## src/rtl/dac_front_pkg.sv

```systemverilog
// Package: shared widths, select codes and decode helpers for the
// nibble-addressed DAC front end. Assumes a 4-bit nibble and an 8-bit bus.
package dac_front_pkg;

    localparam int NIB_W   = 4;
    localparam int NIBBLES = 3;
    localparam int CODE_W  = NIB_W * NIBBLES;
    localparam int BUS_W   = 2 * NIB_W;
    localparam int SEL_W   = 2;

    // Part-select codes; {sel[1], sel[0]}
    typedef enum logic [SEL_W-1:0] {
        SEL_BYTE = 2'b00,   // low + middle from bus[7:0]
        SEL_MID  = 2'b01,   // middle from bus[7:4]
        SEL_LOW  = 2'b10,   // low from bus[3:0]
        SEL_HIGH = 2'b11    // high from bus[3:0]
    } part_sel_e;

    // Which nibbles a select code writes, one bit per nibble
    function automatic logic [NIBBLES-1:0] nibble_mask(input part_sel_e s);
        logic [NIBBLES-1:0] m;
        m = '0;
        unique case (s)
            SEL_BYTE: begin m[0] = 1'b1; m[1] = 1'b1; end
            SEL_MID:  m[1] = 1'b1;
            SEL_LOW:  m[0] = 1'b1;
            SEL_HIGH: m[2] = 1'b1;
        endcase
        return m;
    endfunction

    // Which bus half feeds a nibble: 0 = bits 3:0, 1 = bits 7:4
    function automatic logic nibble_src_upper(input int idx, input part_sel_e s);
        logic up;
        up = 1'b0;
        if (idx == 1) begin
            up = 1'b1;
        end
        if (s == SEL_HIGH) begin
            up = 1'b0;
        end
        return up;
    endfunction

endpackage

```

## src/rtl/dac_strobe_sync.sv

```systemverilog
// Module: multi-bit synchronizer for independent asynchronous strobes.
// Each bit gets its own chain of STAGES flops. Reset loads IDLE_VAL so the
// strobes read as inactive. Assumes each bit is a slow level, not a bus.
module dac_strobe_sync #(
    parameter int              WIDTH    = 4,
    parameter int              STAGES   = 2,
    parameter logic [WIDTH-1:0] IDLE_VAL = '1
) (
    input  logic             clk,
    input  logic             rst_n,
    input  logic [WIDTH-1:0] async_in,
    output logic [WIDTH-1:0] sync_out
);

    localparam int LAST = STAGES - 1;

    generate
        for (genvar b = 0; b < WIDTH; b++) begin : g_bit
            logic [STAGES-1:0] chain;

            // Shift the raw level through the synchronizer chain
            always_ff @(posedge clk) begin
                if (!rst_n) begin
                    chain <= {STAGES{IDLE_VAL[b]}};
                end else begin
                    chain <= {chain[STAGES-2:0], async_in[b]};
                end
            end

            assign sync_out[b] = chain[LAST];
        end
    endgenerate

endmodule

```

## src/rtl/dac_write_capture.sv

```systemverilog
// Module: turns the synchronized chip-select and write strobes into a
// one-cycle commit pulse. The pulse fires when the combined active-low
// strobe is released. Select and data are captured on every cycle the
// strobe is active, so the commit uses the last values seen while active.
// Assumes the bus is stable while the synchronized strobe is active.
module dac_write_capture
    import dac_front_pkg::*;
(
    input  logic             clk,
    input  logic             rst_n,
    input  logic             cs_s,
    input  logic             wr_s,
    input  logic [SEL_W-1:0] sel_raw,
    input  logic [BUS_W-1:0] data_raw,
    output logic             commit,
    output part_sel_e        sel_q,
    output logic [BUS_W-1:0] data_q
);

    logic strobe_act;
    logic strobe_act_q;

    // Write is active when both active-low strobes are low
    always_comb begin
        strobe_act = ~cs_s & ~wr_s;
    end

    // Remember the previous strobe state for edge detection
    always_ff @(posedge clk) begin
        if (!rst_n) begin
            strobe_act_q <= 1'b0;
        end else begin
            strobe_act_q <= strobe_act;
        end
    end

    // Track select and data while the write strobe is active
    always_ff @(posedge clk) begin
        if (!rst_n) begin
            sel_q  <= SEL_BYTE;
            data_q <= '0;
        end else if (strobe_act) begin
            sel_q  <= part_sel_e'(sel_raw);
            data_q <= data_raw;
        end
    end

    // Release of the combined strobe commits the captured write
    always_comb begin
        commit = strobe_act_q & ~strobe_act;
    end

endmodule

```

## src/rtl/dac_input_latch.sv

```systemverilog
// Module: first buffer stage. It holds NIBBLES nibbles and updates the ones
// chosen by the select code on a commit pulse. Each nibble takes its
// source half of the bus from the package decode. Assumes one commit per
// write.
module dac_input_latch
    import dac_front_pkg::*;
(
    input  logic              clk,
    input  logic              rst_n,
    input  logic              commit,
    input  part_sel_e         sel_q,
    input  logic [BUS_W-1:0]  data_q,
    output logic [CODE_W-1:0] latch_q
);

    logic [NIBBLES-1:0] wr_mask;

    // Decode the select code into per-nibble write enables
    always_comb begin
        wr_mask = commit ? nibble_mask(sel_q) : '0;
    end

    generate
        for (genvar n = 0; n < NIBBLES; n++) begin : g_nib
            logic [NIB_W-1:0] src;

            // Pick the bus half that feeds this nibble
            always_comb begin
                if (nibble_src_upper(n, sel_q)) begin
                    src = data_q[BUS_W-1:NIB_W];
                end else begin
                    src = data_q[NIB_W-1:0];
                end
            end

            // Store the nibble when its enable is set
            always_ff @(posedge clk) begin
                if (!rst_n) begin
                    latch_q[n*NIB_W +: NIB_W] <= '0;
                end else if (wr_mask[n]) begin
                    latch_q[n*NIB_W +: NIB_W] <= src;
                end
            end
        end
    endgenerate

endmodule

```

## src/rtl/dac_code_reg.sv

```systemverilog
// Module: second buffer stage, the output code register. Clear wins over
// load. While load is active the register takes the latch every cycle
// (transparent). Otherwise it holds. Assumes synchronized strobes.
module dac_code_reg
    import dac_front_pkg::*;
(
    input  logic              clk,
    input  logic              rst_n,
    input  logic              ld_s,
    input  logic              clr_s,
    input  logic [CODE_W-1:0] latch_q,
    output logic [CODE_W-1:0] code_q
);

    // Update the output code with clear over load over hold
    always_ff @(posedge clk) begin
        if (!rst_n) begin
            code_q <= '0;
        end else if (!clr_s) begin
            code_q <= '0;
        end else if (!ld_s) begin
            code_q <= latch_q;
        end
    end

endmodule

```

## src/rtl/nibble_dac_front.sv

```systemverilog
// Module: top of the double-buffered DAC front end. It synchronizes the
// four asynchronous strobes, builds commit pulses from chip select and
// write, assembles the code in the input latch and moves it to the output
// register on load. Assumes bus data stable around each write strobe.
module nibble_dac_front
    import dac_front_pkg::*;
#(
    parameter int SYNC_STAGES = 2
) (
    input  logic              clk,
    input  logic              rst_n,
    input  logic              cs_n,
    input  logic              wr_n,
    input  logic [1:0]        sel,
    input  logic [7:0]        data,
    input  logic              ld_n,
    input  logic              clr_n,
    output logic [11:0]       code
);

    localparam int N_STROBES = 4;

    logic [N_STROBES-1:0] strobes_raw;
    logic [N_STROBES-1:0] strobes_s;
    logic                 cs_s;
    logic                 wr_s;
    logic                 ld_s;
    logic                 clr_s;
    logic                 commit;
    part_sel_e            sel_q;
    logic [BUS_W-1:0]     data_q;
    logic [CODE_W-1:0]    latch_q;
    logic [CODE_W-1:0]    code_q;

    // Gather the strobes into one vector for the synchronizer
    always_comb begin
        strobes_raw = {clr_n, ld_n, wr_n, cs_n};
    end

    dac_strobe_sync #(
        .WIDTH    (N_STROBES),
        .STAGES   (SYNC_STAGES),
        .IDLE_VAL ({N_STROBES{1'b1}})
    ) u_sync (
        .clk      (clk),
        .rst_n    (rst_n),
        .async_in (strobes_raw),
        .sync_out (strobes_s)
    );

    // Split the synchronized vector into named strobes
    always_comb begin
        cs_s  = strobes_s[0];
        wr_s  = strobes_s[1];
        ld_s  = strobes_s[2];
        clr_s = strobes_s[3];
    end

    dac_write_capture u_cap (
        .clk      (clk),
        .rst_n    (rst_n),
        .cs_s     (cs_s),
        .wr_s     (wr_s),
        .sel_raw  (sel),
        .data_raw (data),
        .commit   (commit),
        .sel_q    (sel_q),
        .data_q   (data_q)
    );

    dac_input_latch u_latch (
        .clk     (clk),
        .rst_n   (rst_n),
        .commit  (commit),
        .sel_q   (sel_q),
        .data_q  (data_q),
        .latch_q (latch_q)
    );

    dac_code_reg u_out (
        .clk     (clk),
        .rst_n   (rst_n),
        .ld_s    (ld_s),
        .clr_s   (clr_s),
        .latch_q (latch_q),
        .code_q  (code_q)
    );

    assign code = code_q;

endmodule

```

## config.mk

```make
export PLATFORM = sky130hd
export DESIGN_NAME = nibble_dac_front
export DESIGN_NICKNAME = d
export VERILOG_FILES = /design/src/rtl/dac_front_pkg.sv /design/src/rtl/dac_strobe_sync.sv /design/src/rtl/dac_write_capture.sv /design/src/rtl/dac_input_latch.sv /design/src/rtl/dac_code_reg.sv /design/src/rtl/nibble_dac_front.sv
export SDC_FILE = /design/constraint.sdc
export NUM_CORES = 1
export LEC_CHECK = 0
export BUFFER_PORTS_ARGS = -buffer_cell sky130_fd_sc_hd__buf_4
export CAP_MARGIN = 10
export CORE_MARGIN = 5
export CORE_UTILIZATION = 56
export CTS_BUF_LIST = sky130_fd_sc_hd__clkbuf_8
export DETAILED_ROUTE_END_ITERATION = 16
export PLACE_DENSITY = 0.8
export SLEW_MARGIN = 20
export SYNTH_ARGS = -nofsm -noshare
export SYNTH_HDL_FRONTEND = slang
export SYNTH_HIERARCHICAL = 1
export SYNTH_SLANG_ARGS = --single-unit
```

## constraint.sdc

```tcl
create_clock -name clk -period 1.8 [get_ports clk]
set_input_delay 0.09 -clock clk [delete_from_list [all_inputs] [get_ports clk]]
set_output_delay 0.09 -clock clk [all_outputs]
set_load 0.01 [all_outputs]
```

* Yosys cells after proc, flatten, opt, wreduce, memory -nomap -nowiden
Cells that the tools add are included.
Word-level totals: register bits 43, input bits 16, logic and storage cells 28
Cells by class: equality and inequality tests 3, mux-type cells 5, bitwise operators 5, reductions and logical operators 4
Operators by type and width (number):
- $eq 2x2->1 const B | 2
- $mux 4 | 1
- $reduce_or 2->1 | 2
- $mux 1 | 3
- $mux 3 | 1
- $not 1->1 | 3
- $and 1x1->1 | 2
- $eq 2x1->1 const B | 1
- $logic_not 2->1 | 1
- $reduce_and 2->1 | 1

* Longest topological paths before layout
depth after elaboration 5, gate-level depth with buffers 7, mapped depth without buffers 5

* Hierarchy
Netlist, hierarchy kept.
Modules (own cells, without submodules):
- dac_input_latch | instances 1, cells each 50, area each 474.2 um^2
- dac_write_capture | instances 1, cells each 50, area each 432.9 um^2
- dac_code_reg | instances 1, cells each 39, area each 424.2 um^2
- dac_strobe_sync | instances 1, cells each 20, area each 240.2 um^2

* Worst setup path before layout
Ideal clock, no wire load.
path kind register -> register, start register u_sync.g_bit[1].chain[1], end register u_latch.latch_q[4], setup time 116 ps, data arrival time 1236 ps, required time 1684 ps, path slack 448 ps, cell stages (with the launch flop) 8, buffers on the path 2, cell sequence dfxtp_1 -> buf_4 -> or2_1 -> and2_1 -> nor2b_4 -> buf_6 -> mux2i_1 -> nor2b_1
On the way: word-level cells in the longest chain between the ends 5
RTL lines:
- start: declaration | line dac_strobe_sync.sv:19 | logic [STAGES-1:0] chain;
- start signal: assignment | line dac_strobe_sync.sv:24 | chain <= {STAGES{IDLE_VAL[b]}};
- start signal: assignment | line dac_strobe_sync.sv:26 | chain <= {chain[STAGES-2:0], async_in[b]};
- $not 1->1 | line dac_write_capture.sv:25 | strobe_act = ~cs_s & ~wr_s;
- $and 1x1->1 | line dac_write_capture.sv:25
- $not 1->1 | line dac_write_capture.sv:50 | commit = strobe_act_q & ~strobe_act;
- $and 1x1->1 | line dac_write_capture.sv:50
- via commit | line nibble_dac_front.sv:29 | logic commit;
- $mux 3 | line dac_input_latch.sv:20 | wr_mask = commit ? nibble_mask(sel_q) : '0;
- end signal: indexed assignment | line dac_input_latch.sv:41 | latch_q[n*NIB_W +: NIB_W] <= src;
- end: declaration | line dac_input_latch.sv:13 | output logic [CODE_W-1:0] latch_q
The timed path passes the listed nets, and every way through them passes these cells. A chain may end at the register's enable or synchronous reset.

* Worst setup path after layout
start register u_sync.g_bit[1].chain[1], end register u_latch.latch_q[6]
The elaborated chain is that of the path after synthesis.

==> flow_metrics.tcl <==
set metrics [dict create \
    power_density_nw_per_um2 869 \
    hold_class "in -> reg" \
    io_pins 28 \
    wl_met2_microns 1430 \
    cts_buffer_depth 2 \
    leakagePower_nw 0.792 \
    critical_path.top_delay_family "simple AND/OR/NAND/NOR gates" \
    portBuffers 27 \
    yosys_warnings 6 \
    overflow 0 \
    syn_area_sq_um 1570 \
    top_layer_used "met4" \
    vias_per_cell 5.24 \
    finClkSkew_ns 0.00460 \
    syn-num-nets 175 \
    cts.clk_slew.worst_paths_ns 0.08 \
    p_clk_share_pct 35.3 \
    htree_levels 2 \
    arrival_ns 1.73 \
    first_pass_iters 6 \
    wire_per_inst_microns 13.4 \
    path_max_fanout 11 \
    final_max_slew_viol_count 0 \
    rows 19 \
    synthDistinctLibCells 21 \
    drive_gt1_share_pct 20.9 \
    grtUsageTotal_pct 16.1 \
    synthCells 159 \
    pwr-share-comb_pct 4.5 \
    setup_viol 0 \
    antennaDiodeCount 0 \
    p_int_mw 1.27 \
    p_switching_uw 347 \
    start_kind "flip-flop" \
    rsz0062_at_grt "no" \
    postRouteAntennaNets 0 \
    max_stage_delay_ns 0.53 \
    cts_buffers 5 \
    start_util_pct 57.5 \
    min_period_ns 1.54 \
    core_sq_um 2730 \
    vdd_drop_max_uv 945 \
    min_period_over_period_pct 85.7 \
    relSlewSlack_pct 55.8 \
    end_kind "flip-flop" \
    antenna_found_initial 0 \
    routed_wl_microns 2910 \
    final_cell_mix "dfxtp_1, buf_4, nand2_1" \
    die_area_sq_um 3970 \
    status "finished, final reports clean" \
    cp_data_required_time_ns 1.99 \
    wl_met1_microns 1250 \
    root_buffer "clkbuf_8" \
    cts_setup_buffers 0 \
    tns_ns 0 \
    cts_tree "done" \
    hpwl_microns 2130 \
    synth-seq-area-share_pct 54.8 \
    power_switching_share_pct 21.5 \
    num-nets-final 202 \
    syn_avg_cell_area_sq_um 9.88 \
    vias 1143 \
    grt_pass1_wl_microns 5010 \
    stdcell_area_sq_um 1860 \
    seq_power_share_pct 60.2 \
    ys_ff_latch 43 \
    grt_max_degree 35 \
    grt_pass1_vias 1108 \
    path_cells "or2_1 > and2_1 > nor2b_4 > mux2i_1 > nor2b_1" \
    placed_cell_area_sq_um 1730 \
    max_freq_mhz 648 \
    clkSinkCount 43 \
    finalHoldViolations 0 \
    clock_latency_ns 0.29 \
    path_buf_inv 0 \
    maxCapViolCount 0 \
    area_growth_pct 18.2 \
    tightest_slew_ns 0.662 \
    final_common_cell "dfxtp_1" \
    die_w_microns 63.0 \
    criticalPathCategory "reg -> reg" \
    gp_congestion 0.737 \
    die_h_microns 63.0 \
    met3_length_microns 189 \
    drc 0 \
    drtIter0Drc 39 \
    cp_slowest_cell "dfxtp_1" \
]
==> cell usage after synthesis <==
library cell | number | area [sq um]
dfxtp_1 | 43 | 861
nand2_1 | 23 | 86.3
mux2i_1 | 16 | 160
nor2_1 | 13 | 48.8
o211ai_1 | 10 | 75.1
o21ai_1 | 9 | 45.0
nand2b_1 | 8 | 50.1
buf_4 | 5 | 37.5
nand3_1 | 5 | 25.0
o21ai_0 | 5 | 25.0
a21boi_0 | 4 | 30.0
nor2b_1 | 4 | 25.0
buf_2 | 3 | 15.0
buf_6 | 3 | 33.8
clkbuf_1 | 2 | 7.51
and2_1 | 1 | 6.26
and2b_2 | 1 | 8.76
inv_1 | 1 | 3.75
nor2b_4 | 1 | 13.8
or2_1 | 1 | 6.26
or2b_1 | 1 | 7.51
==> repair_timing <==
action | 4_1_cts | 5_1_grt
gates resized for setup | 0 | 0
hold buffers | 4 | 0
endpoints found under the hold margin | 4 | 0
==> routing by layer <==
metal,GRT usage [%],up-vias
li1,-,578
met2,26.5,36
met1,18.1,524
met3,6.65,5
met5,0,-
met4,6.37,0
==> power by group through the flow <==
| stage | clock network [mW] | logic (mW) | registers [mW] |
|---|---|---|---|
| after floorplan | 0 | 0.0484 | 0.985 |
| after global placement | 0 | 0.0635 | 0.994 |
| after detailed placement | 0 | 0.0662 | 0.995 |
| after CTS | 0.585 | 0.0732 | 0.972 |
| after global routing | 0.636 | 0.0808 | 0.975 |
| final | 0.570 | 0.0730 | 0.973 |
==> state kept, by name (all words and copies together) (netlist names) <==
register / cells
u_cap/data_q: 8
u_cap/sel_q: 2
u_cap/strobe_act_q: 1
u_latch/latch_q: 12
u_out/code_q: 12
u_sync/g_bit.chain: 8
==> worst reg2reg max path, delay by kind of cell (launching register included) <==
| family | cells | cell delay (ns) |
|---|---|---|
| AND/OR/NAND/NOR | 4 | 0.66 |
| flip-flops | 1 | 0.53 |
| multiplexers | 1 | 0.24 |
==> cells by family after synthesis <==
| family | count (synthesis) | share of synthesized area (%) |
|---|---|---|
| mux | 16 | 10.2 |
| compound gates | 28 | 11.1 |
| simple gates | 58 | 17.7 |
| buf+inv | 14 | 6.21 |
| flops | 43 | 54.8 |
==> final timing paths <==
kind	from	endpoint	slack (ns)	cells past startpoint
setup / recovery	u_sync/g_bit[1].chain[1]	u_latch/latch_q[6]	0.26	5
hold / removal	data[1]	u_cap/data_q[1]	0.04	3
hold reg to reg	u_sync/g_bit[2].chain[0]	u_sync/g_bit[2].chain[1]	0.41	1
setup reg to reg	u_sync/g_bit[1].chain[1]	u_latch/latch_q[6]	0.26	5
==> layout make-up <==
type                    count  area (sq um)
clock buffers               5          68.8
inverters                   1          3.75
fillers                   210           876
multi-input cells         102           613
repair buffers             33           258
flip-flops and latches     43           861
well taps                  31          38.8
clock inverters             3          15.0
==> metrics by stage <==
stage / power, mW / util [%] / hold slack, ns / setup slack (ns) / std cells
final: 1.62 / 68.0 / 0.0395 / 0.258 / 218
after global routing: 1.69 / 68.0 / 0.0411 / 0.117 / 218
after CTS: 1.63 / 68.0 / 0.0328 / 0.262 / 218
after detailed placement: 1.06 / 63.4 / 0.277 / 0.257 / 206
after global placement: 1.06 / 63.4 / 0.272 / 0.433 / 206
after floorplan: 1.03 / - / 0.163 / 0.448 / 159
Note: power is estimated with default switching activity, not from simulation.
